===== src/rtl/pp_pkg.sv =====
package pp_pkg;
  localparam int NSTB        = 4;
  localparam int STB_START   = 0;
  localparam int STB_REC     = 1;
  localparam int STB_STOP    = 2;
  localparam int STB_LINE    = 3;
  localparam int POL_LSB     = 4;
  localparam int BURST_SHIFT = 7;

  localparam logic [2:0] REG_CTRL   = 3'd0;
  localparam logic [2:0] REG_BASE_A = 3'd1;
  localparam logic [2:0] REG_BASE_B = 3'd2;
  localparam logic [2:0] REG_STRIDE = 3'd3;
  localparam logic [2:0] REG_LINE   = 3'd4;
  localparam logic [2:0] REG_BUFLEN = 3'd5;
  localparam logic [2:0] REG_STATUS = 3'd6;

  typedef enum logic [1:0] {ST_IDLE, ST_ARMED, ST_CAPT} cap_state_t;
endpackage


===== src/rtl/pp_strobe_edge.sv =====
module pp_strobe_edge #(
  parameter int N = 4
) (
  input  logic         clk,
  input  logic         rst,
  input  logic [N-1:0] raw,
  input  logic [N-1:0] pol,
  output logic [N-1:0] pulse
);
  for (genvar i = 0; i < N; i++) begin : g_stb
    logic samp_q, prev_q;
    always_ff @(posedge clk) begin
      if (rst) begin
        samp_q <= 1'b0;
        prev_q <= 1'b0;
      end else begin
        samp_q <= raw[i];
        prev_q <= samp_q;
      end
    end
    assign pulse[i] = pol[i] ? (prev_q & ~samp_q) : (samp_q & ~prev_q);

    // one strobe edge gives a single-cycle pulse unless polarity changes
    a_r2_single_pulse: assert property (@(posedge clk) disable iff (rst)
      pulse[i] |=> (!pulse[i] || (pol[i] != $past(pol[i]))));
  end
endmodule


===== src/rtl/pp_cfg_regs.sv =====
module pp_cfg_regs
  import pp_pkg::*;
#(
  parameter int DW = 32,
  parameter int CW = 16
) (
  input  logic                clk,
  input  logic                rst,
  input  logic                we,
  input  logic [2:0]          addr,
  input  logic [DW-1:0]       wdata,
  output logic [1:0]          en,
  output logic [NSTB-1:0]     pol,
  output logic [1:0][DW-1:0]  base,
  output logic [DW-1:0]       stride,
  output logic [CW-1:0]       line_len,
  output logic [CW-1:0]       buf_len,
  output logic [1:0]          clr_full,
  output logic                clr_ovf
);
  localparam logic [BURST_SHIFT-1:0] ZERO_LOW = '0;

  always_ff @(posedge clk) begin
    if (rst) begin
      en       <= '0;
      pol      <= '0;
      base     <= '0;
      stride   <= '0;
      line_len <= CW'(1);
      buf_len  <= CW'(1);
    end else if (we) begin
      case (addr)
        REG_CTRL: begin
          en  <= wdata[1:0];
          pol <= wdata[POL_LSB +: NSTB];
        end
        REG_BASE_A: base[0]  <= {wdata[DW-1:BURST_SHIFT], ZERO_LOW};
        REG_BASE_B: base[1]  <= {wdata[DW-1:BURST_SHIFT], ZERO_LOW};
        REG_STRIDE: stride   <= {wdata[DW-1:BURST_SHIFT], ZERO_LOW};
        REG_LINE:   line_len <= wdata[CW-1:0];
        REG_BUFLEN: buf_len  <= wdata[CW-1:0];
        default: ;
      endcase
    end
  end

  assign clr_full = (we && addr == REG_STATUS) ? wdata[1:0] : 2'b00;
  assign clr_ovf  = we && (addr == REG_STATUS) && wdata[2];
endmodule


===== src/rtl/pp_seq.sv =====
module pp_seq
  import pp_pkg::*;
#(
  parameter int DW = 32,
  parameter int CW = 16
) (
  input  logic                clk,
  input  logic                rst,
  input  logic [NSTB-1:0]     pulse,
  input  logic                blk_valid,
  input  logic [1:0]          en,
  input  logic [1:0][DW-1:0]  base,
  input  logic [DW-1:0]       stride,
  input  logic [CW-1:0]       line_len,
  input  logic [CW-1:0]       buf_len,
  input  logic [1:0]          clr_full,
  input  logic                clr_ovf,
  output logic                wr_valid,
  output logic [DW-1:0]       wr_addr,
  output logic                wr_buf,
  output logic [1:0]          full_irq,
  output logic                overflow,
  output logic                busy
);
  cap_state_t st_q, st_d;
  logic               cur_q, cur_d;
  logic [DW-1:0]      lb_q, lb_d;
  logic [CW-1:0]      bil_q, bil_d, cnt_q, cnt_d;
  logic [1:0][DW-1:0] act_q;
  logic [1:0]         full_q, set_full;
  logic               ovf_q, ovf_set, accept, load_all;
  logic [DW-1:0]      pos_addr;

  assign pos_addr = lb_q + (DW'(bil_q) << BURST_SHIFT);

  always_comb begin
    st_d     = st_q;
    cur_d    = cur_q;
    lb_d     = lb_q;
    bil_d    = bil_q;
    cnt_d    = cnt_q;
    set_full = 2'b00;
    ovf_set  = 1'b0;
    accept   = 1'b0;
    load_all = 1'b0;
    if (pulse[STB_STOP]) begin
      st_d = ST_IDLE;
    end else begin
      case (st_q)
        ST_IDLE: if (pulse[STB_START] && (en != 2'b00)) begin
          load_all = 1'b1;
          st_d     = ST_ARMED;
          cur_d    = ~en[0];
          lb_d     = base[~en[0]];
          bil_d    = '0;
          cnt_d    = '0;
        end
        ST_ARMED: if (pulse[STB_REC]) st_d = ST_CAPT;
        default: begin
          if (full_q[cur_q]) begin
            ovf_set = blk_valid;
            if (clr_full[cur_q]) begin
              lb_d  = base[cur_q];
              bil_d = '0;
              cnt_d = '0;
            end
          end else if (blk_valid) begin
            accept = 1'b1;
            cnt_d  = cnt_q + CW'(1);
            if (bil_q + CW'(1) >= line_len) begin
              lb_d  = lb_q + stride;
              bil_d = '0;
            end else begin
              bil_d = bil_q + CW'(1);
            end
            if (cnt_q + CW'(1) >= buf_len) begin
              set_full[cur_q] = 1'b1;
              cnt_d = '0;
              bil_d = '0;
              if (en[~cur_q]) begin
                cur_d = ~cur_q;
                lb_d  = (clr_full[~cur_q] && full_q[~cur_q]) ? base[~cur_q] : act_q[~cur_q];
              end else begin
                st_d = ST_IDLE;
              end
            end
          end else if (pulse[STB_LINE] && (bil_q != '0)) begin
            lb_d  = lb_q + stride;
            bil_d = '0;
          end
        end
      endcase
    end
  end

  always_ff @(posedge clk) begin
    if (rst) begin
      st_q     <= ST_IDLE;
      cur_q    <= 1'b0;
      lb_q     <= '0;
      bil_q    <= '0;
      cnt_q    <= '0;
      act_q    <= '0;
      full_q   <= '0;
      ovf_q    <= 1'b0;
      wr_valid <= 1'b0;
      wr_addr  <= '0;
      wr_buf   <= 1'b0;
    end else begin
      st_q     <= st_d;
      cur_q    <= cur_d;
      lb_q     <= lb_d;
      bil_q    <= bil_d;
      cnt_q    <= cnt_d;
      full_q   <= (full_q & ~clr_full) | set_full;
      ovf_q    <= (ovf_q & ~clr_ovf) | ovf_set;
      wr_valid <= accept;
      if (accept) begin
        wr_addr <= pos_addr;
        wr_buf  <= cur_q;
      end
      if (load_all) begin
        act_q <= base;
      end else begin
        for (int i = 0; i < 2; i++)
          if (clr_full[i] && full_q[i]) act_q[i] <= base[i];
      end
    end
  end

  assign full_irq = full_q;
  assign overflow = ovf_q;
  assign busy     = (st_q != ST_IDLE);

  for (genvar i = 0; i < 2; i++) begin : g_flag_chk
    // a full flag rises only together with that buffer's final write
    a_r6_flag_with_write: assert property (@(posedge clk) disable iff (rst)
      $rose(full_q[i]) |-> (wr_valid && (wr_buf == i[0])));
    // a full flag is held until software clears it
    a_r7_flag_held: assert property (@(posedge clk) disable iff (rst)
      (full_q[i] && !clr_full[i]) |=> full_q[i]);
  end

  // every burst address is 128-byte aligned
  a_r5_aligned: assert property (@(posedge clk) disable iff (rst)
    wr_valid |-> (wr_addr[BURST_SHIFT-1:0] == '0));
  // overflow is sticky until its clear bit is written
  a_r8_ovf_sticky: assert property (@(posedge clk) disable iff (rst)
    (ovf_q && !clr_ovf) |=> ovf_q);
  // a stop strobe always leaves the controller idle
  a_r10_stop_idles: assert property (@(posedge clk) disable iff (rst)
    pulse[STB_STOP] |=> !busy);
  // writes only come out of the capturing state
  a_r3_write_from_capture: assert property (@(posedge clk) disable iff (rst)
    wr_valid |-> ($past(st_q) == ST_CAPT));
endmodule


===== src/rtl/pp_capture_ctrl.sv =====
module pp_capture_ctrl
  import pp_pkg::*;
#(
  parameter int DW = 32,
  parameter int CW = 16
) (
  input  logic            clk,
  input  logic            rst,
  input  logic            cfg_we,
  input  logic [2:0]      cfg_addr,
  input  logic [DW-1:0]   cfg_wdata,
  input  logic [NSTB-1:0] strobe_in,
  input  logic            blk_valid,
  output logic            wr_valid,
  output logic [DW-1:0]   wr_addr,
  output logic            wr_buf,
  output logic [1:0]      full_irq,
  output logic            overflow,
  output logic            busy
);
  logic [1:0]          en, clr_full;
  logic [NSTB-1:0]     pol, pulse;
  logic [1:0][DW-1:0]  base;
  logic [DW-1:0]       stride;
  logic [CW-1:0]       line_len, buf_len;
  logic                clr_ovf;

  pp_cfg_regs #(.DW(DW), .CW(CW)) u_regs (
    .clk(clk), .rst(rst), .we(cfg_we), .addr(cfg_addr), .wdata(cfg_wdata),
    .en(en), .pol(pol), .base(base), .stride(stride),
    .line_len(line_len), .buf_len(buf_len), .clr_full(clr_full), .clr_ovf(clr_ovf)
  );

  pp_strobe_edge #(.N(NSTB)) u_edge (
    .clk(clk), .rst(rst), .raw(strobe_in), .pol(pol), .pulse(pulse)
  );

  pp_seq #(.DW(DW), .CW(CW)) u_seq (
    .clk(clk), .rst(rst), .pulse(pulse), .blk_valid(blk_valid),
    .en(en), .base(base), .stride(stride), .line_len(line_len), .buf_len(buf_len),
    .clr_full(clr_full), .clr_ovf(clr_ovf),
    .wr_valid(wr_valid), .wr_addr(wr_addr), .wr_buf(wr_buf),
    .full_irq(full_irq), .overflow(overflow), .busy(busy)
  );
endmodule


===== config.mk =====
export PLATFORM = sky130hd
export DESIGN_NAME = pp_capture_ctrl
export DESIGN_NICKNAME = d
export VERILOG_FILES = /design/src/rtl/pp_pkg.sv /design/src/rtl/pp_strobe_edge.sv /design/src/rtl/pp_cfg_regs.sv /design/src/rtl/pp_seq.sv /design/src/rtl/pp_capture_ctrl.sv
export SDC_FILE = /design/constraint.sdc
export NUM_CORES = 1
export LEC_CHECK = 0
export BUFFER_PORTS_ARGS = -buffer_cell sky130_fd_sc_hd__buf_4
export CAP_MARGIN = 20
export CORE_UTILIZATION = 50
export DETAILED_ROUTE_END_ITERATION = 7
export GPL_ROUTABILITY_DRIVEN = 0
export HOLD_SLACK_MARGIN = 0.05
export PLACE_DENSITY = 0.67
export SLEW_MARGIN = 10
export SYNTH_ARGS = -nofsm -noshare
export SYNTH_HDL_FRONTEND = slang
export SYNTH_SLANG_ARGS = --single-unit

===== constraint.sdc =====
create_clock -name clk -period 6.6 [get_ports clk]
set_input_delay 0.33 -clock clk [delete_from_list [all_inputs] [get_ports clk]]
set_output_delay 0.33 -clock clk [all_outputs]
set_load 0.02 [all_outputs]

==> results of run 1 <==
how the worst max path moves through the flow:
stage	endpoint	slack, ns	depth (start not counted)
final	u_seq.bil_q[5]	1.16	15
after global routing	u_seq.bil_q[5]	0.63	15
after CTS	u_seq.bil_q[5]	1.23	15
after detailed placement	u_seq.bil_q[5]	1.24	15
after global placement	u_seq.bil_q[5]	1.44	15
after floorplan	u_seq.lb_q[28]	2.53	16
flip-flops by register name, indices dropped and copies added (netlist names), 4 cells and up:
| signal | cells |
|---|---|
| u_regs.pol | 4 |
| u_seq.cnt_q | 16 |
| u_seq.bil_q | 16 |
| u_edge.g_stb.prev_q | 4 |
| u_seq.act_q | 50 |
| u_regs.line_len | 16 |
| u_seq.lb_q | 25 |
| u_seq.wr_addr | 25 |
| u_regs.buf_len | 16 |
| u_edge.g_stb.samp_q | 4 |
| u_regs.base | 50 |
| u_regs.stride | 25 |
cell type report:
cell class,instances,share of cell area
repair buffers,116,0.0548
flip-flops and latches,261,0.306
inverters,55,0.0121
well taps,390,0.0286
clock inverters,13,0.00726
clock buffers,39,0.0483
multi-input cells,1449,0.543
metrics by stage:
stage	hold WS [ns]	power (mW)	worst slack [ns]
floorplan	0.436	1.78	2.53
global placement	0.440	1.87	1.44
detailed placement	0.446	1.87	1.24
CTS	0.0513	3.49	1.23
global route	0.0666	3.58	0.627
finish	0.0688	3.48	1.16
critical path, delay by kind of cell, from the launching register on:
| kind | cells | cell delay, ns |
|---|---|---|
| AND/OR/NAND/NOR | 9 | 2.82 |
| XOR/XNOR | 1 | 0.25 |
| flip-flops | 1 | 0.41 |
| AO/OA/AOI/OAI | 3 | 1.30 |
| adder cells (fa/ha/maj) | 2 | 0.57 |
routing by layer:
layer,GRT usage,vias to the layer above
met5,0,-
met4,0.0819,0
met3,0.0502,97
met2,0.464,563
met1,0.406,6649
li1,-,6714
synthesized netlist by cell type (10+ instances only):
master,count
nand2_1,336
dfxtp_1,261
a21oi_1,233
nor2_1,142
o21ai_0,91
mux2i_1,86
clkbuf_1,76
ha_1,75
inv_1,54
nand3_1,51
xnor2_1,32
xor2_1,32
mux4_2,25
buf_2,23
nor3_1,22
a21o_1,21
and3_1,20
o221ai_1,20
nor2b_1,15
nand2b_1,14
nand3b_1,13
o21a_1,13
or3_1,13
a211oi_1,12
and2_1,12
a31oi_1,10
nor3b_1,10
o22ai_1,10
logic make-up after synthesis:
| logic type | after synthesis | synth area share |
|---|---|---|
| compound gates | 498 | 0.202 |
| xor+xnor | 64 | 0.0370 |
| fa+ha+maj | 77 | 0.0646 |
| buf+inv | 167 | 0.0456 |
| flops | 261 | 0.345 |
| mux | 119 | 0.100 |
| other cells | 1 | 0.000248 |
| simple gates | 684 | 0.205 |
report_power, final:
group | internal, mW | leakage [nW] | switching [mW]
logic | 0.0784 | 3.79 | 0.167
registers | 1.59 | 2.11 | 0.0176
clock network | 0.947 | 0.469 | 0.676
==> results.ini, run 1 <==
[run_status]
outcome = completed

[clock_tree]
cts.sinks = 261
numCtsBuffers = 29
clockBufferDepth = 3
cts_root_buffer = clkbuf_16
post_cts_resized = 0
clk_pin_slew_worst_paths_ns = 0.06
cts_hold_buffers = 22
htree_num_levels = 1
cts_tree = yes
cts_setup_buffers = 0
clock_latency_ns = 0.56

[setup_path]
r2r_slack_ns = 1.16
worst_setup_path_end_kind = flip-flop
crit_arrival_ns = 5.91
cp-startpoint = u_seq.cnt_q[0]
timing.rr.end = u_seq.bil_q[5]
slowest_stage = nand3_1
cp_max_fo = 22
crit_type = reg2reg
reg2reg_depth = 15
path_cells = ha_1, nand3_1, nor3_1, and3_1, and3_1, nand3_1, xnor2_1, ha_1, nand4_1, nor3_1, a2111o_1, a211oi_4, nand3_1, or4_1, a21oi_1
slowest_delay_ns = 0.68
r2r-start = u_seq.cnt_q[0]
path_common_cell = nand3_1
start_kind = flip-flop
worstPathRequired_ns = 7.07

[cells_and_area]
n_antenna_cell = 0
fillerInstances = 2684
multiInputGateArea_mm2 = 0.00925
fin_util = 0.574
stdcell_count = 2323
design_area_mm2 = 0.0171
layout_commonest_cell = nand2_1
areaGrowthSynthToFinish_pct = 12.7
layout.nets = 2032
regArea_mm2 = 0.00523
drive_gt1_frac = 0.105
layout_common_cells = 336 x nand2_1, 260 x dfxtp_1, 233 x a21oi_1

[place]
place_inst = 2248
hpwl_um = 31700
place.port_buffers = 73
placed_cell_area_mm2 = 0.0159

[power_and_ir_drop]
powerDensity_mw_per_mm2 = 204
p_leak_nw = 6.36
ir_drop_uv = 197

[synth]
synth_area_mm2 = 0.0151
synth.avg_cell_area_um2 = 8.09
ys_warn_count = 0
synth_top_area_share = 0.345
seq_area_frac_synth = 0.345
synth_edf_count = 0
synth-main-ff-cell = dfxtp_1
synthCells = 1871
yosys.area.top_type = dfxtp_1
synth_seq_cells = 261
async_flop_share = 0
yosysUniqueCellTypes = 85
synth_area_leaders = dfxtp_1 35%, nand2_1 8.3%, a21oi_1 7.7%

[grt]
grt_pass1_wl_um = 71300
grt_pass1_vias = 12891
grt_max_degree = 98
grt_usage = 0.292
antenna_found_initial = 0
gr-total-overflow = 0

[routing]
top_layer_used = met4
wl_per_cell_um = 19.8
met3_length_um = 4130
dr_wl_met2_um = 20300
ant_nets = 0
wl_um = 45900
vias = 14023
drt_iter0_drc = 1302
wl_met1_um = 20300
drc_errors = 0
vias_per_cell = 6.04
firstDrtPassIters = 6

[die]
die-area_mm2 = 0.0310
die_h_um = 176
die_w_um = 176
num_rows = 63
initial_utilization = 0.509
coreArea_mm2 = 0.0297
io_pins = 81

[timing]
tightest_slew_ns = 1.06
slew_headroom = 0.291
rsz0062_at_grt = false
report.final.slew_viol_count = 0
fin_skew_ns = 0.0109
setup_viol = 0
setup_tns_ns = 0
post-route-min-period_ns = 5.44
fmax_mhz = 184
finalHoldViolations = 0
fin_crit_sh = 0.824

[hold_path]
hold-path-endpoint = u_regs.base[56]
hold_path_depth = 3
min-delay-start = cfg_wdata[24]
hp-class = in2reg

[job]
max_cap_violations = 0

(Power assumes the default switching activity.)
==> inputs of run 2 (changes only) <==
Clock period 6.6 ns to 5.5 ns, I/O delays scaled along.
==> results.ini, run 2 (same netlist as run 1, synthesis figures left out) <==
[setup_path]
cp-startpoint = u_seq.cnt_q[0]  ; unchanged
crit_arrival_ns = 5.34  ; was 5.91 ns
worstPathRequired_ns = 5.98  ; was 7.07 ns
start_kind = flip-flop  ; unchanged
cp_max_fo = 17  ; was 22
crit_type = reg2reg  ; unchanged
worst_setup_path_end_kind = flip-flop  ; unchanged
r2r-start = u_seq.cnt_q[0]  ; unchanged

[grt]
grt_max_degree = 83  ; was 98
antenna_found_initial = 0  ; unchanged
grt_pass1_wl_um = 72800  ; was 71300 µm
grt_pass1_vias = 13317  ; was 12891
gr-total-overflow = 0  ; unchanged
grt_usage = 0.297  ; was 0.292

[hold_path]
hp-class = in2reg  ; unchanged
min-delay-start = rst  ; was cfg_wdata[24]

[die]
initial_utilization = 0.509  ; unchanged
die-area_mm2 = 0.0310  ; unchanged
num_rows = 63  ; unchanged
io_pins = 81  ; unchanged
coreArea_mm2 = 0.0297  ; unchanged
die_h_um = 176  ; unchanged
die_w_um = 176  ; unchanged

[routing]
wl_per_cell_um = 19.9  ; was 19.8 µm
drc_errors = 0  ; unchanged
vias_per_cell = 6.02  ; was 6.04
firstDrtPassIters = 6  ; unchanged
drt_iter0_drc = 1329  ; was 1302
vias = 14110  ; was 14023
ant_nets = 0  ; unchanged
wl_um = 46600  ; was 45900 µm

[place]
place_inst = 2254  ; was 2248
placed_cell_area_mm2 = 0.0159  ; about the same
place.port_buffers = 73  ; unchanged
hpwl_um = 32600  ; was 31700 µm

[cells_and_area]
areaGrowthSynthToFinish_pct = 14.3  ; was 12.7%
regArea_mm2 = 0.00523  ; unchanged
design_area_mm2 = 0.0173  ; was 0.0171 mm²
n_antenna_cell = 0  ; unchanged
top_regs = u_regs.base: 50 flops, u_seq.act_q: 50 flops  ; unchanged
multiInputGateArea_mm2 = 0.00925  ; unchanged
layout_commonest_cell = nand2_1  ; unchanged
layout_common_cells = 336 x nand2_1, 260 x dfxtp_1, 233 x a21oi_1  ; unchanged
stdcell_count = 2344  ; was 2323
drive_gt1_frac = 0.107  ; was 0.105
layout.nets = 2052  ; was 2032
fin_util = 0.582  ; was 0.574
fillerInstances = 2701  ; was 2684

[timing]
fin_crit_sh = 0.884  ; was 0.824
finalHoldViolations = 0  ; unchanged
slew_headroom = 0.363  ; was 0.291
setup_viol = 0  ; unchanged
fin_skew_ns = 0.0156  ; was 0.0109 ns
post-route-min-period_ns = 4.86  ; was 5.44 ns
tightest_slew_ns = 0.956  ; was 1.06 ns
setup_tns_ns = 0  ; unchanged
fmax_mhz = 206  ; was 184 MHz
rsz0062_at_grt = false  ; unchanged
hold_ws_ns = 0.185  ; was 0.0688 ns
report.final.slew_viol_count = 0  ; unchanged

[power_and_ir_drop]
p_leak_nw = 6.47  ; was 6.36 nW
ir_drop_uv = 218  ; was 197 µV
powerDensity_mw_per_mm2 = 248  ; was 204 mW/mm²

[clock_tree]
numCtsBuffers = 29  ; unchanged
clockBufferDepth = 3  ; unchanged
cts_root_buffer = clkbuf_16  ; unchanged
cts_setup_buffers = 0  ; unchanged
cts.sinks = 261  ; unchanged
cts_tree = yes  ; unchanged
clock_latency_ns = 0.56  ; about the same
clk_pin_slew_worst_paths_ns = 0.06  ; about the same
htree_num_levels = 1  ; unchanged
post_cts_resized = 0  ; unchanged

[job]
max_cap_violations = 0  ; unchanged

[run_status]
outcome = completed  ; unchanged

[run 2: layout make-up]
type	instances	share of cell area
sequential	261	0.302
inverter	55	0.0119
tap	390	0.0282
clock buffer	41	0.0492
multi-input combinational	1449	0.535
timing repair buffer	136	0.0643
clock inverter	12	0.00890
[run 2: timing repair]
item,in CTS,in global routing
endpoints found under the hold margin,111,0
endpoints found under the setup margin,0,0
hold buffers,36,0
[run 2: stage by stage]
stage	total power, mW	worst slack [ns]
5_1_grt	4.41	0.259
3_5_place_dp	2.25	0.725
6_report	4.28	0.636
3_3_place_gp	2.24	0.863
4_1_cts	4.30	0.683
2_1_floorplan	2.14	1.43
[run 2: metal layers]
metal / vias to the layer above / global-route usage / wire (µm)
met5: - / 0 / 0
met4: 0 / 0.0725 / 1050
met3: 98 / 0.0648 / 4230
met2: 572 / 0.475 / 20800
met1: 6694 / 0.406 / 20500
li1: 6746 / - / -
[run 2: power breakdown]
part	leakage (nW)	internal, mW	switching [mW]
clock network	0.493	1.22	0.824
logic	3.87	0.102	0.202
registers	2.11	1.91	0.0207
total	6.47	3.23	1.05
[run 2: path summary, 6_finish.rpt]
| path | to | slack, ns | depth (start not counted) |
|---|---|---|---|
| max | u_seq.bil_q[2] | 0.64 | 16 |
| min | u_seq.act_q[27] | 0.18 | 2 |
| max reg2reg | u_seq.bil_q[2] | 0.64 | 16 |
| min reg2reg | u_seq.wr_addr[20] | 0.45 | 2 |
[run 2: worst max-delay path, cell delays in order, from the launching register on]
cell and delay (ns):
dfxtp_1 0.41, ha_1 0.28, nand3_1 0.19, nor3_1 0.44, and3_1 0.30, and3_1 0.27, nand3_1 0.11, xnor2_1 0.20
ha_1 0.28, nand4_1 0.13, nor3_1 0.08, a2111o_1 0.49, a21oi_4 0.36, nand2_1 0.43, nor2_1 0.54, nand3b_1 0.12
a21oi_1 0.14
